$ cat src/rtl/prd_dma_pkg.sv
package prd_dma_pkg;
  localparam int DMA_AW     = 32;   // address width
  localparam int RGN_W      = 17;   // region byte count incl. the 64 KiB case
  localparam int DESC_BYTES = 8;    // one descriptor in memory
  localparam int DESC_W     = 64;

  typedef enum logic [2:0] {
    S_IDLE, S_PEND, S_LAUNCH, S_FETCH, S_BURST, S_BACKOFF
  } dma_state_t;

  typedef struct packed {
    logic        eot;
    logic [14:0] rsvd;
    logic [15:0] count;
    logic [31:0] base;
  } desc_t;

  // zero in the count field stands for the largest region
  function automatic logic [RGN_W-1:0] region_bytes(input logic [15:0] f);
    return (f == 16'd0) ? RGN_W'(65536) : RGN_W'(f);
  endfunction

  // bytes from address up to the next page boundary
  function automatic logic [RGN_W-1:0] page_room(input logic [DMA_AW-1:0] a,
                                                 input int unsigned page_bytes);
    logic [DMA_AW-1:0] pg, off;
    pg  = DMA_AW'(page_bytes);
    off = a & (pg - 1'b1);
    return RGN_W'(pg - off);
  endfunction

  function automatic logic [RGN_W-1:0] burst_len(input logic [DMA_AW-1:0] a,
                                                 input logic [RGN_W-1:0] left,
                                                 input int unsigned page_bytes);
    logic [RGN_W-1:0] room;
    room = page_room(a, page_bytes);
    return (left < room) ? left : room;
  endfunction
endpackage

$ cat src/rtl/dma_burst_calc.sv
module dma_burst_calc
  import prd_dma_pkg::*;
#(
  parameter int unsigned PAGE_BYTES = 4096
) (
  input  logic [DMA_AW-1:0] rgn_base,
  input  logic [RGN_W-1:0]  rgn_total,
  input  logic [RGN_W-1:0]  moved,
  output logic [DMA_AW-1:0] b_addr,
  output logic [RGN_W-1:0]  b_len,
  output logic              b_last
);
  logic [RGN_W-1:0] left;
  always_comb begin
    left   = rgn_total - moved;
    b_addr = rgn_base + DMA_AW'(moved);
    b_len  = burst_len(b_addr, left, PAGE_BYTES);
    b_last = (b_len == left);
  end
endmodule

$ cat src/rtl/dma_backoff.sv
module dma_backoff #(
  parameter int BACKOFF_CYC = 4
) (
  input  logic clk,
  input  logic rst_n,
  input  logic load,
  output logic expired
);
  localparam int CW = (BACKOFF_CYC < 2) ? 1 : $clog2(BACKOFF_CYC);
  logic [CW-1:0] cnt;
  always_ff @(posedge clk) begin
    if (!rst_n)          cnt <= '0;
    else if (load)       cnt <= CW'(BACKOFF_CYC - 1);
    else if (cnt != '0)  cnt <= cnt - 1'b1;
  end
  assign expired = (cnt == '0);
endmodule

$ cat src/rtl/dma_sector_pack.sv
module dma_sector_pack #(
  parameter int SECTOR_BYTES = 512,
  parameter int LEN_W        = 17
) (
  input  logic             clk,
  input  logic             rst_n,
  input  logic             clr,
  input  logic             add,
  input  logic [LEN_W-1:0] len,
  output logic             stb,
  output logic [LEN_W-$clog2(SECTOR_BYTES):0] nsect
);
  localparam int SW = $clog2(SECTOR_BYTES);
  logic [SW-1:0]  acc;
  logic [LEN_W:0] sum;
  assign sum = (LEN_W+1)'(acc) + (LEN_W+1)'(len);

  always_ff @(posedge clk) begin
    if (!rst_n || clr) begin
      acc   <= '0;
      stb   <= 1'b0;
      nsect <= '0;
    end else if (add) begin
      acc   <= sum[SW-1:0];
      stb   <= (sum[LEN_W:SW] != '0);
      nsect <= sum[LEN_W:SW];
    end else begin
      stb   <= 1'b0;
      nsect <= '0;
    end
  end
endmodule

$ cat src/rtl/prd_dma_engine.sv
module prd_dma_engine
  import prd_dma_pkg::*;
#(
  parameter int unsigned PAGE_BYTES   = 4096,
  parameter int          SECTOR_BYTES = 512,
  parameter int          BACKOFF_CYC  = 4,
  parameter int          CMD_W        = 24,
  localparam int         NS_W         = RGN_W + 1 - $clog2(SECTOR_BYTES)
) (
  input  logic              clk,
  input  logic              rst_n,
  input  logic              arm_i,
  input  logic              start_i,
  input  logic              dir_to_mem_i,
  input  logic [DMA_AW-1:0] table_base_i,
  input  logic [CMD_W-1:0]  cmd_bytes_i,
  input  logic              abort_i,
  output logic              mem_req_o,
  output logic              mem_we_o,
  output logic [DMA_AW-1:0] mem_addr_o,
  output logic [RGN_W-1:0]  mem_len_o,
  input  logic              mem_busy_i,
  input  logic              mem_gnt_i,
  input  logic [DESC_W-1:0] mem_rdata_i,
  output logic              disk_stb_o,
  output logic [NS_W-1:0]   disk_nsect_o,
  output logic              done_o,
  output logic              err_o
);
  dma_state_t        state;
  logic [DMA_AW-1:0] ptr, rgn_base;
  logic [RGN_W-1:0]  rgn_total, moved;
  logic [CMD_W-1:0]  remain;
  logic              eot, dir_q, ret_burst;

  // named internal events, used by the checker
  logic ev_active, ev_fetch_req, ev_burst_req, ev_backoff;
  logic ev_abort, ev_busy, ev_grant;
  assign ev_active    = (state != S_IDLE);
  assign ev_fetch_req = (state == S_FETCH);
  assign ev_burst_req = (state == S_BURST);
  assign ev_backoff   = (state == S_BACKOFF);
  assign ev_abort     = abort_i && ev_active;
  assign ev_busy      = mem_req_o && mem_busy_i && !ev_abort;
  assign ev_grant     = mem_req_o && mem_gnt_i && !mem_busy_i && !ev_abort;

  logic [DMA_AW-1:0] b_addr;
  logic [RGN_W-1:0]  b_len;
  logic              b_last, bo_expired;

  dma_burst_calc #(.PAGE_BYTES(PAGE_BYTES)) u_calc (
    .rgn_base(rgn_base), .rgn_total(rgn_total), .moved(moved),
    .b_addr(b_addr), .b_len(b_len), .b_last(b_last)
  );

  dma_backoff #(.BACKOFF_CYC(BACKOFF_CYC)) u_bo (
    .clk(clk), .rst_n(rst_n), .load(ev_busy), .expired(bo_expired)
  );

  dma_sector_pack #(.SECTOR_BYTES(SECTOR_BYTES), .LEN_W(RGN_W)) u_pack (
    .clk(clk), .rst_n(rst_n),
    .clr(state == S_PEND && start_i && !ev_abort),
    .add(ev_burst_req && ev_grant), .len(b_len),
    .stb(disk_stb_o), .nsect(disk_nsect_o)
  );

  desc_t            desc;
  logic [RGN_W-1:0] d_bytes;
  logic             d_overrun;
  assign desc      = desc_t'(mem_rdata_i);
  assign d_bytes   = region_bytes(desc.count);
  assign d_overrun = CMD_W'(d_bytes) > remain;

  assign mem_req_o  = ev_fetch_req || ev_burst_req;
  assign mem_we_o   = ev_burst_req && dir_q;
  assign mem_addr_o = ev_fetch_req ? ptr : b_addr;
  assign mem_len_o  = ev_fetch_req ? RGN_W'(DESC_BYTES) : b_len;

  always_ff @(posedge clk) begin
    if (!rst_n) begin
      state <= S_IDLE;   ptr <= '0;     rgn_base <= '0;
      rgn_total <= '0;   moved <= '0;   remain <= '0;
      eot <= 1'b0;       dir_q <= 1'b0; ret_burst <= 1'b0;
      done_o <= 1'b0;    err_o <= 1'b0;
    end else begin
      done_o <= 1'b0;
      err_o  <= 1'b0;
      if (ev_abort) begin
        state <= S_IDLE;
        err_o <= 1'b1;
      end else begin
        unique case (state)
          S_IDLE:   if (arm_i) state <= S_PEND;
          S_PEND:   if (start_i) begin
                      state  <= S_LAUNCH;
                      ptr    <= table_base_i;
                      remain <= cmd_bytes_i;
                      dir_q  <= dir_to_mem_i;
                    end
          S_LAUNCH: state <= S_FETCH;
          S_FETCH:  if (ev_busy) begin
                      state <= S_BACKOFF; ret_burst <= 1'b0;
                    end else if (ev_grant) begin
                      ptr       <= ptr + DMA_AW'(DESC_BYTES);
                      rgn_base  <= desc.base;
                      rgn_total <= d_bytes;
                      moved     <= '0;
                      eot       <= desc.eot;
                      if (d_overrun) begin
                        state <= S_IDLE; err_o <= 1'b1;
                      end else begin
                        remain <= remain - CMD_W'(d_bytes);
                        state  <= S_BURST;
                      end
                    end
          S_BURST:  if (ev_busy) begin
                      state <= S_BACKOFF; ret_burst <= 1'b1;
                    end else if (ev_grant) begin
                      moved <= moved + b_len;
                      if (b_last) begin
                        if (!eot) state <= S_FETCH;
                        else begin
                          state <= S_IDLE;
                          if (remain == '0) done_o <= 1'b1;
                          else              err_o  <= 1'b1;
                        end
                      end
                    end
          S_BACKOFF: if (bo_expired) state <= ret_burst ? S_BURST : S_FETCH;
          default:   state <= S_IDLE;
        endcase
      end
    end
  end
endmodule

$ cat config.mk
export PLATFORM = sky130hd
export DESIGN_NAME = prd_dma_engine
export DESIGN_NICKNAME = d
export VERILOG_FILES = /design/src/rtl/prd_dma_pkg.sv /design/src/rtl/dma_burst_calc.sv /design/src/rtl/dma_backoff.sv /design/src/rtl/dma_sector_pack.sv /design/src/rtl/prd_dma_engine.sv
export SDC_FILE = /design/constraint.sdc
export NUM_CORES = 1
export LEC_CHECK = 0
export ABC_CLOCK_PERIOD_IN_PS = 19810
export BUFFER_PORTS_ARGS = -buffer_cell sky130_fd_sc_hd__buf_2
export CORE_MARGIN = 8
export CORE_UTILIZATION = 40
export CTS_CLUSTER_DIAMETER = 30
export DETAILED_ROUTE_END_ITERATION = 12
export GPL_TIMING_DRIVEN = 0
export PLACE_DENSITY = 0.6
export SLEW_MARGIN = 5
export SYNTH_ARGS = -nofsm -noshare
export SYNTH_HDL_FRONTEND = slang
export SYNTH_SLANG_ARGS = --single-unit
$ cat constraint.sdc
create_clock -name clk -period 19.81 [get_ports clk]
set_input_delay 0 -clock clk [delete_from_list [all_inputs] [get_ports clk]]
set_output_delay 0 -clock clk [all_outputs]
set_load 0.01 [all_outputs]
=== After elaboration in Yosys (flattened, before gate mapping) ===
Index checks and enable logic that the tools add are counted.

* Logic and storage cells: 133
* Output and inout bits: 63
* Register bits: 151
* Input port bits: 128

* Equality and inequality tests: 19
* $lt $le $gt $ge: 2
* Bitwise gates (word level): 8
* Add/sub/neg operators: 8
* Reductions and logical operators: 35
* Mux-type cells: 46

{| class="wikitable"
|+ Operators by type and width
! operator !! count
|-
| $mux W32 || 4
|-
| $mux W17 || 7
|-
| $mux W24 || 4
|-
| $pmux W32 S2 || 1
|-
| $pmux W24 S2 || 1
|-
| $pmux W17 S2 || 1
|-
| $add A32 B17 Y32 || 1
|-
| $add A32 B4 Y32 const B || 1
|-
| $mux W3 || 10
|-
| $gt A17 B24 Y1 || 1
|-
| $logic_not A24 Y1 || 1
|-
| $sub A24 B17 Y24 || 1
|-
| $add A9 B17 Y18 || 1
|-
| $pmux W3 S6 || 1
|-
| $reduce_and A6 Y1 || 3
|-
| $add A17 B17 Y17 || 1
|-
| $eq A17 B17 Y1 || 1
|-
| $lt A17 B17 Y1 || 1
|-
| $sub A17 B17 Y17 || 1
|-
| $logic_not A16 Y1 || 1
|-
| $sub A13 B12 Y14 const A || 1
|-
| $mux W1 || 12
|-
| $logic_and A1 B1 Y1 || 10
|-
| $ne A2 B1 Y1 const B || 5
|-
| 21 further kinds || 47
|}

=== Depth between registers and ports, before layout ===
Gate-level depths: netlist of run 1.

* Word-level depth: 10
* Mapped depth: 33
* Gate-level depth less buffers: 32

=== Modules after synthesis ===
From an unflattened synthesis of run 1, not the netlist that was laid out.

* Cell total of the unflattened synthesis: 1676
* Area, all modules: 12371.9 um^2

{| class="wikitable"
|+ By module, submodules not included
! module !! area each (um^2) !! times used !! cells each !! seq. area each (um^2)
|-
| prd_dma_engine || 8074.0 || 1 || 1108 || 2602.5
|-
| dma_burst_calc || 2896.5 || 1 || 408 || 0.0
|-
| dma_sector_pack || 1307.5 || 1 || 151 || 380.4
|-
| dma_backoff || 93.8 || 1 || 9 || 40.0
|}

=== Worst setup path before layout of run 1 ===
No wires, ideal clock.

* Path kind: register to register
* From: register moved[0]
* To: register moved[16]
* Period minus slack after synthesis: 6.628 ns
* Cell stages (with the launch flop): 29
* Slack: 13.182 ns
* Library setup time: 0.079 ns
* Data required time: 19.731 ns
* Buffers on the path: 1
* Data arrival time: 6.549 ns
* Path through: dfxtp_1 ha_1 fa_1 and3_1 or3_4 a221o_1 or3b_4 a2111oi_4 xor2_1 ha_1 or3_1 o21ai_0 a21oi_1 or2_2 clkbuf_1 mux2i_1 inv_1 fa_1 a21o_1 a21oi_1 o21bai_1 a21oi_1 o21bai_1 a211oi_1 o31ai_1 a21o_1 a21oi_1 nand4_1 o211ai_1

* Word-level cells in the longest chain between the ends: 8
* Elaborated cells between the ends (all ways): 9
* Classes of those cells: add/sub: 4; order compare: 1; mux: 4

{| class="wikitable"
|+ Ends and longest elaborated chain
! item !! line !! text
|-
| start, declared || prd_dma_engine.sv:32 || <nowiki>logic [RGN_W-1:0] rgn_total, moved;</nowiki>
|-
| start signal, assigned || prd_dma_engine.sv:119 || <nowiki>moved <= moved + b_len;</nowiki>
|-
| $add A32 B17 Y32 || dma_burst_calc.sv:16 || <nowiki>b_addr = rgn_base + DMA_AW'(moved);</nowiki>
|-
| $sub A13 B12 Y14 || prd_dma_pkg.sv:29 || <nowiki>return RGN_W'(pg - off);</nowiki>
|-
| $lt A17 B17 Y1 || prd_dma_pkg.sv:37 || <nowiki>return (left < room) ? left : room;</nowiki>
|-
| $mux W17 || prd_dma_pkg.sv:37 ||
|-
| $add A17 B17 Y17 (*) || prd_dma_engine.sv:119 ||
|-
| $mux W17 (*) || prd_dma_engine.sv:118 || <nowiki>end else if (ev_grant) begin</nowiki>
|-
| $mux W17 (*) || prd_dma_engine.sv:116 || <nowiki>S_BURST: if (ev_busy) begin</nowiki>
|-
| $pmux W17 S2 (*) || prd_dma_engine.sv:92 || <nowiki>unique case (state)</nowiki>
|}

Every way passes the cells marked *; elsewhere a longest branch is shown, timed or not. The select of a mux whose other input is x is not followed.
A chain may end at the register's enable or synchronous reset.

=== Worst setup path in the final report of run 1 ===
* From: register moved[4]
* To: register moved[16]

Same word-level chain as after synthesis.

==> results of run 1 <==
==> cell usage in the layout (no fill, tap or decap), types with 7 or more instances in the layout <==
cell type,instances
a211o_1,9
a211oi_1,29
a21boi_0,7
a21o_1,20
a21oi_1,209
a22oi_1,25
a311oi_1,12
a31oi_1,12
and2_1,16
and3_1,24
buf_2,173
clkbuf_1,68
clkbuf_16,17
conb_1,11
dfxtp_1,151
dlygate4sd3_1,105
ha_1,90
inv_1,84
mux2i_1,14
nand2_1,242
nand2b_1,11
nand3_1,33
nand4_1,12
nor2_1,158
nor2b_1,12
nor3_1,38
nor4_1,13
o211ai_1,14
o21a_1,11
o21ai_0,80
o21bai_1,12
or2_2,8
or3_1,9
xnor2_1,60
xor2_1,21
==> layout make-up <==
| type | instances | share of cell area [%] |
|---|---|---|
| clock inverter | 14 | 1.10 |
| antenna | 1 | 0.0170 |
| sequential | 151 | 20.5 |
| multi-input combinational | 1303 | 54.8 |
| buffer | 81 | 2.21 |
| timing repair buffer | 276 | 13.0 |
| inverter | 85 | 2.17 |
| tap | 384 | 3.26 |
| clock buffer | 18 | 2.98 |
==> Yosys cell counts (all sizes together), types with 4 or more instances <==
master,count
inv,84
a31oi,12
a211o,9
nor2,158
or3,10
a2111oi,8
o21bai,12
nand2,242
a311oi,12
buf,13
o2111ai,4
a21boi,7
ha,90
xor2,21
nand3,33
dfxtp,151
a22oi,25
fa,5
a21oi,209
a21o,21
mux2i,14
o211ai,14
and3,24
nor4,13
or2,9
and4,4
a211oi,30
nand4,12
nor3,40
nor3b,6
clkbuf,68
nor2b,12
nand2b,11
o21ai,82
and2,18
xnor2,61
o21a,11
o31ai,6
==> kinds of logic (layout without fill, tap and decap cells) <==
logic type      after synthesis  in the layout
compound gates              496            496
xor+xnor                     84             84
fa+ha+maj                    95             95
buf+inv                     166            474
flops                       151            151
mux                          15             15
other cells                   1             12
simple gates                602            602
==> stage by stage <==
step           hold WS (ns)  cell area [µm²]  power [mW]  cells  utilization [%]
2_1_floorplan         0.136            11700       0.450   1620                -
3_3_place_gp          0.241            13000       0.511   2175             45.5
3_5_place_dp          0.247            13100       0.514   2175             45.5
4_1_cts             0.00244            14700       0.867   2312             51.2
5_1_grt              0.0287            14700       0.904   2313             51.3
6_report            0.00717            14700       0.867   2313             51.3
==> worst max path at each step <==
| stage | from | end | slack (ns) | cells past startpoint |
|---|---|---|---|---|
| after floorplan | moved[0]$_SDFFE_PN0P_ | moved[16]$_SDFFE_PN0P_ | 13.18 | 28 |
| after global placement | moved[4]$_SDFFE_PN0P_ | moved[16]$_SDFFE_PN0P_ | 11.77 | 28 |
| after detailed placement | moved[4]$_SDFFE_PN0P_ | moved[16]$_SDFFE_PN0P_ | 11.74 | 28 |
| after CTS | moved[4]$_SDFFE_PN0P_ | moved[16]$_SDFFE_PN0P_ | 11.66 | 28 |
| after global routing | moved[4]$_SDFFE_PN0P_ | moved[16]$_SDFFE_PN0P_ | 11.04 | 28 |
| final | moved[4]$_SDFFE_PN0P_ | moved[16]$_SDFFE_PN0P_ | 11.41 | 28 |
==> sequential cells by signal, summed over array words and instances (netlist names) <==
name,count
dir_q,1
done_o,1
eot,1
err_o,1
moved,17
ptr,32
remain,24
ret_burst,1
rgn_base,32
rgn_total,17
state,3
u_bo.cnt,2
u_pack.acc,9
u_pack.nsect,9
u_pack.stb,1
==> routing by layer <==
| metal | part of all wire (%) | routed length (µm) | GRT usage, % |
|---|---|---|---|
| met2 | 47 | 20400 | 40.5 |
| met5 | 0 | 0 | 0 |
| met1 | 44 | 19200 | 30.6 |
| met3 | 6.0 | 2610 | 4.14 |
| met4 | 3.5 | 1540 | 9.74 |
==> power groups by stage <==
stage | sequential, mW | clock (mW) | combinational, mW
2_1_floorplan | 0.333 | 0 | 0.117
3_3_place_gp | 0.336 | 0 | 0.175
3_5_place_dp | 0.336 | 0 | 0.178
4_1_cts | 0.329 | 0.343 | 0.195
5_1_grt | 0.331 | 0.356 | 0.217
6_report | 0.330 | 0.339 | 0.199
==> worst register-to-register path, delay by kind of cell, from the launching register on <==
family	cells	cell delay, ns
muxes	1	0.75
adders and majority gates	3	1.09
and+or+nand+nor	3	1.25
DFF	1	0.40
AOI/OAI and AO/OA	16	3.59
buffers and inverters	4	0.96
xor gates and xnor gates	1	0.30
==> what timing repair did <==
item / in CTS / in global routing
resized for setup: 0 / 0
hold endpoints to repair: 104 / 0
hold buffers: 105 / 0
==> flow_metrics.tcl, run 1 <==
set metrics [dict create \
    p_per_area_mw_per_mm2 58.9 \
    area_growth_pct 26.1 \
    clkSinkCount 151 \
    portBuffers 171 \
    dr.first_iter.drc_count 1123 \
    rr_startpoint "moved[4]$_SDFFE_PN0P_" \
    crit_family "compound AO/OA/AOI/OAI gates" \
    hp-class "input pin to flip-flop" \
    cp-start-kind "flip-flop" \
    muxShareOfSynthArea_pct 1.30 \
    hold_end "ptr[15]$_SDFFE_PN0P_" \
    yosys.area_share.adder_pct 10.5 \
    outcome "finished, final reports clean" \
    gp_congestion 0.936 \
    setup_viol 0 \
    insertion_delay_ns 0.44 \
    worst_pin_slew_ns 1.18 \
    grt_pass1_wl_um 68200 \
    async_flop_share_pct 0 \
    reg2reg_setup_slack_ns 11.41 \
    syn_area_per_cell_um2 7.25 \
    die_h_um 187 \
    p_int_mw 0.581 \
    hold_start "table_base_i[15]" \
    min_path_cells 4 \
    required_ns 20.17 \
    min_period_ns 8.40 \
    yosysTopAreaCell "dfxtp_1" \
    rr_worst_depth 28 \
    ir_drop_uv 40.6 \
    maxCapViolations 0 \
    wl_um 43700 \
    synth_warnings 0 \
    vias_per_cell 5.58 \
    fill_cells 2851 \
    slew_headroom_pct 20.5 \
    cts_max_level 4 \
    ys_seq_area_share_pct 25.9 \
    skew_ns 0.0145 \
    clockPowerShare_pct 39.0 \
    root_buffer "clkbuf_16" \
    cts_tree "done" \
    synth.distinct_cells 82 \
    synth-edff-count 0 \
    power_switching_mw 0.287 \
    drive_above_1_share_pct 12.3 \
    multi_input_area_mm2 0.00806 \
    dp_hpwl_um 34200 \
    arrival_ns 8.76 \
    via_count 12900 \
    dp_slack_ns 11.74 \
    synth-main-ff-cell "dfxtp_1" \
    initial_core_util_pct 40.7 \
    syn_area_mm2 0.0117 \
    min_period_over_period_pct 42.4 \
    num_rows 62 \
    yosys.area_share.simple_pct 23.4 \
    rsz0062_at_grt "false" \
    swShare_pct 33.1 \
    grt.overflow.total 0 \
    critPathMaxStageDelay_ns 0.98 \
    p_leak_nw 6.34 \
    clk_path_buf_depth 2 \
    synth_top_family_by_area "compound AO/OA/AOI/OAI gates" \
    cp-end-kind "flip-flop" \
    combPwrFrac_pct 22.9 \
    fp.dieW_um 187 \
    clk_pin_slew_ns 0.07 \
    synth.top_cell.area_share_pct 25.9 \
    synthTopCellsByArea "dfxtp_1, ha_1, a21oi_1" \
    synth_compound_area_share_pct 26.8 \
    numCtsBuffers 17 \
    fmax_ghz 0.119 \
    regArea_mm2 0.00302 \
    cts_setup_buffers 0 \
    reg2reg_to "moved[16]$_SDFFE_PN0P_" \
    crit_fanout 10 \
    pin_count 191 \
    critPathKind "flip-flop to flip-flop" \
    drc_errors 0 \
    slew_viol_final 0 \
    fin_ws_ns 11.41 \
    cp_common_cell "a21oi_1" \
    cpMaxStageDelayCell "nor3_1" \
    grt_pass1_vias 12500 \
    antenna_found_initial 1 \
    ys_ff_latch 151 \
    cp_num_buf_inv 4 \
    die_area_mm2 0.0349 \
    grtUsageTotal_pct 24.3 \
    p_seq_share_pct 38.0 \
    core_area_mm2 0.0287 \
    nets 2138 \
    syn_inst 1610 \
    timing_hold_violations_final 0 \
    wire_per_inst_um 18.9 \
    grt_max_degree 17 \
    fin_setup_tns_ns 0 \
    synth_xor_area_share_pct 6.60 \
    postRouteAntennaNets 0 \
    drt_pass1_iterations 7 \
]
Power figures use the tool's default switching activity.
==> run 2: changes to the inputs <==
ABC_AREA = 1   (was default)
ABC_CLOCK_PERIOD_IN_PS = 7800   (was 19810)
clock period = 7.8 ns   (was 19.81 ns; I/O delays follow)
==> flow_metrics.tcl, run 2 <==
set metrics [dict create \
    layout_top_registers "ptr x32, rgn_base x32, remain x24" \
    syn_area_mm2 0.0121 \
    diodes 0 \
    cpMaxStageDelayCell "fa_1" \
    fp.dieW_um 190 \
    worst_pin_slew_ns 1.08 \
    drc_errors 0 \
    min_period_over_period_pct 91.6 \
    placed_area_mm2 0.0134 \
    dr.first_iter.drc_count 1122 \
    grt_max_degree 17 \
    most-common-layout-cells "nand2_1, inv_1, a21oi_1" \
    critPathMaxStageDelay_ns 0.45 \
    slew_viol_final 0 \
    drive_above_1_share_pct 11.7 \
    p_seq_share_pct 33.9 \
    num_rows 63 \
    antenna_found_initial 0 \
    die_h_um 190 \
    hold_start "mem_rdata_i[42]" \
    core_area_mm2 0.0297 \
    dp_hpwl_um 37300 \
    post-route-cell-area_mm2 0.0151 \
    outcome "finished, final reports clean" \
    arrival_ns 7.51 \
    p_per_area_mw_per_mm2 188 \
    via_count 14000 \
    synthTopCellsByArea "dfxtp_1, nand2_1, ha_1" \
    synth.top_cell.area_share_pct 25.0 \
    insertion_delay_ns 0.44 \
    synth.most_common_cell "nand2_1" \
    cp-end-kind "flip-flop" \
    synth.distinct_cells 61 \
    timing_hold_violations_final 0 \
    p_leak_nw 7.28 \
    yosysTopAreaCell "dfxtp_1" \
    ys_seq_area_share_pct 25.0 \
    vias_per_cell 5.37 \
    numCtsBuffers 17 \
    area_growth_pct 25.0 \
    cp_common_cell "nand2_1" \
    synth_warnings 0 \
    hold_end "rgn_total[10]$_SDFFE_PN0P_" \
    min_period_ns 7.14 \
    clk_path_buf_depth 2 \
    regArea_mm2 0.00302 \
    postRouteAntennaNets 0 \
    rr_worst_depth 43 \
    cts_tree "done" \
    ys_ff_latch 151 \
    grt_pass1_wl_um 73400 \
    reg2reg_to "moved[14]$_SDFFE_PN0P_" \
    synth-edff-count 0 \
    final_common_cell "nand2_1" \
    async_flop_share_pct 0 \
    required_ns 8.17 \
    wire_per_inst_um 18.1 \
    maxCapViolations 0 \
    min_path_cells 5 \
    hp-class "input pin to flip-flop" \
    syn_area_per_cell_um2 6.32 \
    grt.overflow.total 0 \
    synth-main-ff-cell "dfxtp_1" \
    combPwrFrac_pct 35.4 \
    multi_input_area_mm2 0.00782 \
    nets 2436 \
    cts_setup_buffers 0 \
    crit_fanout 10 \
    cts_max_level 4 \
    ys_top_cells_by_count "nand2_1, inv_1, a21oi_1" \
    slew_headroom_pct 27.7 \
    swShare_pct 39.6 \
    die_area_mm2 0.0360 \
    grtUsageTotal_pct 25.8 \
    syn_inst 1910 \
    fmax_ghz 0.140 \
    skew_ns 0.0124 \
    clkSinkCount 151 \
    p_int_mw 1.71 \
    ir_drop_uv 135 \
    pin_count 191 \
    clk_pin_slew_ns 0.07 \
    power_switching_mw 1.12 \
    cp-start-kind "flip-flop" \
    gp_congestion 0.949 \
    fill_cells 3087 \
    setup_viol 0 \
    fin_setup_tns_ns 0 \
    clockPowerShare_pct 30.7 \
    drt_pass1_iterations 5 \
    initial_core_util_pct 40.6 \
    root_buffer "clkbuf_16" \
    wl_um 47300 \
    grt_pass1_vias 13400 \
    critPathKind "flip-flop to flip-flop" \
    rr_startpoint "moved[0]$_SDFFE_PN0P_" \
    reg2reg_setup_slack_ns 0.66 \
    portBuffers 170 \
    rsz0062_at_grt "false" \
]
==> run 2: changes by cell type in the layout (fill, tap and decap cells not counted), moves of 25 or more <==
cell     change
xnor2_1     -44
nand2_1    +188
nand3_1     +90
inv_1      +165
a22oi_1     -25
o21ai_0     +50
==> run 2: critical path, delay by kind of cell, from the launching register on <==
family | cells | cell delay, ns
flip-flops | 1 | 0.43
AND/OR/NAND/NOR | 20 | 1.92
adder cells (fa/ha/maj) | 5 | 1.56
AO/OA/AOI/OAI | 10 | 2.02
buffers and inverters | 8 | 1.14
==> run 2: power groups by stage <==
stage	Combinational (mW)	Sequential [mW]	Clock [mW]
6_report	1.00	0.963	0.872
2_1_floorplan	0.648	0.950	0
3_3_place_gp	0.929	0.974	0
5_1_grt	1.10	0.976	0.915
3_5_place_dp	0.939	0.974	0
4_1_cts	0.982	0.958	0.882
==> run 2: routing by layer <==
metal / routed length, µm / track usage, % / vias up / part of all wire, %
met5: 0 / 0 / - / 0
met4: 1350 / 8.81 / 0 / 2.9
met3: 3150 / 4.67 / 85 / 6.7
met2: 22200 / 43.7 / 545 / 47
met1: 20600 / 32.6 / 6480 / 44
li1: - / - / 6938 / -
==> run 2: cell families (layout without fill, tap and decap cells) <==
family                     after synthesis  count (layout)  share of synthesized area (%)
and+or+nand+nor                        838             838                           29.7
AOI/OAI and AO/OA                      441             441                           20.5
buffers and inverters                  328             633                           10.6
DFF                                    151             151                           25.0
adders and majority gates               95              95                           10.2
xor gates and xnor gates                56              56                           4.06
other                                    1              11                         0.0311
==> run 2: worst max-delay path by stage <==
stage / startpoint / end / depth (start not counted)
floorplan: moved[0]$_SDFFE_PN0P_ / moved[14]$_SDFFE_PN0P_ / 42
global placement: moved[0]$_SDFFE_PN0P_ / moved[14]$_SDFFE_PN0P_ / 43
detailed placement: moved[0]$_SDFFE_PN0P_ / moved[14]$_SDFFE_PN0P_ / 43
CTS: moved[0]$_SDFFE_PN0P_ / moved[14]$_SDFFE_PN0P_ / 43
global route: moved[0]$_SDFFE_PN0P_ / moved[14]$_SDFFE_PN0P_ / 43
finish: moved[0]$_SDFFE_PN0P_ / moved[14]$_SDFFE_PN0P_ / 43
==> run 2: layout make-up <==
cell class | instances | share of cell area (%)
multi-input cells | 1441 | 51.8
flip-flops and latches | 151 | 20.0
repair buffers | 274 | 12.5
inverters | 254 | 6.32
well taps | 390 | 3.23
clock buffers | 19 | 3.00
plain buffers | 74 | 2.15
clock inverters | 12 | 0.929
==> run 2: what timing repair did <==
item | CTS | global route
endpoints found under the hold margin | 104 | 0
resized for setup | 0 | 3
endpoints found under the setup margin | 0 | 3
hold buffers | 104 | 0
==> run 2: through the flow <==
stage	instances	setup WS [ns]	util [%]	power [mW]	hold slack, ns
5_1_grt	2615	0.117	50.8	2.99	0.0641
2_1_floorplan	1920	2.12	-	1.60	0.147
6_report	2615	0.655	50.8	2.84	0.0249
4_1_cts	2615	0.400	50.7	2.82	0.00914
3_5_place_dp	2480	0.437	45.2	1.91	0.259
3_3_place_gp	2480	0.502	45.2	1.90	0.254
==> run 3: changes to the inputs <==
GPL_TIMING_DRIVEN = default   (was 0)
==> flow_metrics.tcl, run 3 (same netlist as run 2, synthesis figures left out) <==
set metrics [dict create \
    timing_hold_violations_final 0 \
    rr_worst_depth 40 \
    reg2reg_setup_slack_ns 1.04 \
    clk_path_buf_depth 2 \
    dp_hpwl_um 30200 \
    cts_tree "done" \
    clkSinkCount 151 \
    cpMaxStageDelayCell "fa_1" \
    hp-class "input pin to flip-flop" \
    required_ns 8.17 \
    fp.dieW_um 190 \
    wl_um 39900 \
    final_common_cell "nand2_1" \
    skew_ns 0.0103 \
    cts_setup_buffers 0 \
    setup_viol 0 \
    critPathKind "flip-flop to flip-flop" \
    dr.first_iter.drc_count 827 \
    root_buffer "clkbuf_16" \
    outcome "finished, final reports clean" \
    grt_pass1_vias 12600 \
    fin_setup_tns_ns 0 \
    grt_pass1_wl_um 64200 \
    critPathMaxStageDelay_ns 0.45 \
    maxCapViolations 0 \
    cts_max_level 4 \
    most-common-layout-cells "nand2_1, inv_1, a21oi_1" \
    min_period_over_period_pct 86.7 \
    gp_congestion 0.914 \
    crit_fanout 22 \
    clk_pin_slew_ns 0.07 \
    initial_core_util_pct 40.6 \
    nets 2375 \
    numCtsBuffers 17 \
    cp_common_cell "nand2_1" \
    rsz0062_at_grt "false" \
    layout_top_registers "ptr x32, rgn_base x32, remain x24" \
    num_rows 63 \
    min_period_ns 6.76 \
    die_area_mm2 0.0360 \
    slew_viol_final 0 \
    worst_pin_slew_ns 0.839 \
    core_area_mm2 0.0297 \
    cp-start-kind "flip-flop" \
    insertion_delay_ns 0.44 \
    portBuffers 171 \
    wire_per_inst_um 15.6 \
    fill_cells 3075 \
    via_count 13100 \
    postRouteAntennaNets 0 \
    drt_pass1_iterations 5 \
    die_h_um 190 \
    p_leak_nw 7.20 \
    rr_startpoint "moved[0]$_SDFFE_PN0P_" \
    ir_drop_uv 155 \
    pin_count 191 \
    grt_max_degree 83 \
    post-route-cell-area_mm2 0.0149 \
    cts.repair.resized 0 \
    p_per_area_mw_per_mm2 184 \
    grt.overflow.total 0 \
    grtUsageTotal_pct 22.0 \
    antenna_found_initial 0 \
    slew_headroom_pct 44.1 \
    holdBufCountCts 106 \
    startpoint "moved[0]$_SDFFE_PN0P_" \
    reg2reg_to "moved[14]$_SDFFE_PN0P_" \
    drc_errors 0 \
    placed_area_mm2 0.0132 \
    crit_end "moved[14]$_SDFFE_PN0P_" \
    vias_per_cell 5.12 \
    fmax_ghz 0.148 \
    cp-end-kind "flip-flop" \
    area_growth_pct 23.2 \
    drive_above_1_share_pct 12.0 \
    arrival_ns 7.13 \
]
run 3: changes by cell type in the layout (fill, tap and decap cells not counted), moves of 3 or more:
cell / change
buf_1: -4
buf_2: -5
buf_4: +6
buf_6: -3
clkbuf_1: -56
run 3: worst max-delay path, delay by kind of cell (launching register included):
kind	cells	cell delay, ns
adders and majority gates	5	1.61
DFF	1	0.40
and+or+nand+nor	20	1.90
buffers and inverters	5	0.67
AOI/OAI and AO/OA	10	2.10
run 3: layout make-up:
class                      instances  area (µm²)  share of cell area, %
sequential                       151        3020                   20.3
inverter                         254         955                   6.42
multi-input combinational       1441        7820                   52.6
clock inverter                    13         135                  0.909
clock buffer                      19         453                   3.05
antenna                            1        2.50                 0.0168
timing repair buffer             287        1990                   13.4
tap                              390         488                   3.28
run 3: per-stage QoR:
stage	hold WS [ns]	setup slack, ns	instances	utilization [%]	total power [mW]
detailed placement	0.256	1.13	2417	44.5	1.85
global route	0.0854	0.250	2555	50.0	2.91
CTS	0.0369	1.04	2555	50.0	2.74
global placement	0.239	1.27	2417	44.5	1.84
floorplan	0.147	2.12	1920	-	1.60
finish	0.0539	1.04	2556	50.0	2.73
run 3: power breakdown:
group	total, mW	switching (mW)	internal, mW
registers	0.961	0.0957	0.865
logic	0.926	0.583	0.343
clock network	0.842	0.376	0.466
total	2.73	1.05	1.67
run 3: worst min path at each step:
stage                               endpoint  cells past startpoint             from  slack, ns
finish              u_bo.cnt[1]$_SDFFE_PN0P_                      4          abort_i       0.05
global route        u_bo.cnt[0]$_SDFFE_PN0P_                      4          abort_i       0.09
CTS                 u_bo.cnt[0]$_SDFFE_PN0P_                      4          abort_i       0.04
detailed placement       ptr[3]$_SDFFE_PN0P_                      3  table_base_i[3]       0.26
global placement         ptr[3]$_SDFFE_PN0P_                      3  table_base_i[3]       0.24
floorplan                ptr[3]$_SDFFE_PN0P_                      2  table_base_i[3]       0.15
run 3: layer usage:
metal	routed length, µm	part of all wire (%)	GRT usage [%]
met1	18300	46	27.4
met2	18700	47	37.5
met3	2000	5.0	4.30
met4	960	2.4	7.19
met5	0	0	0
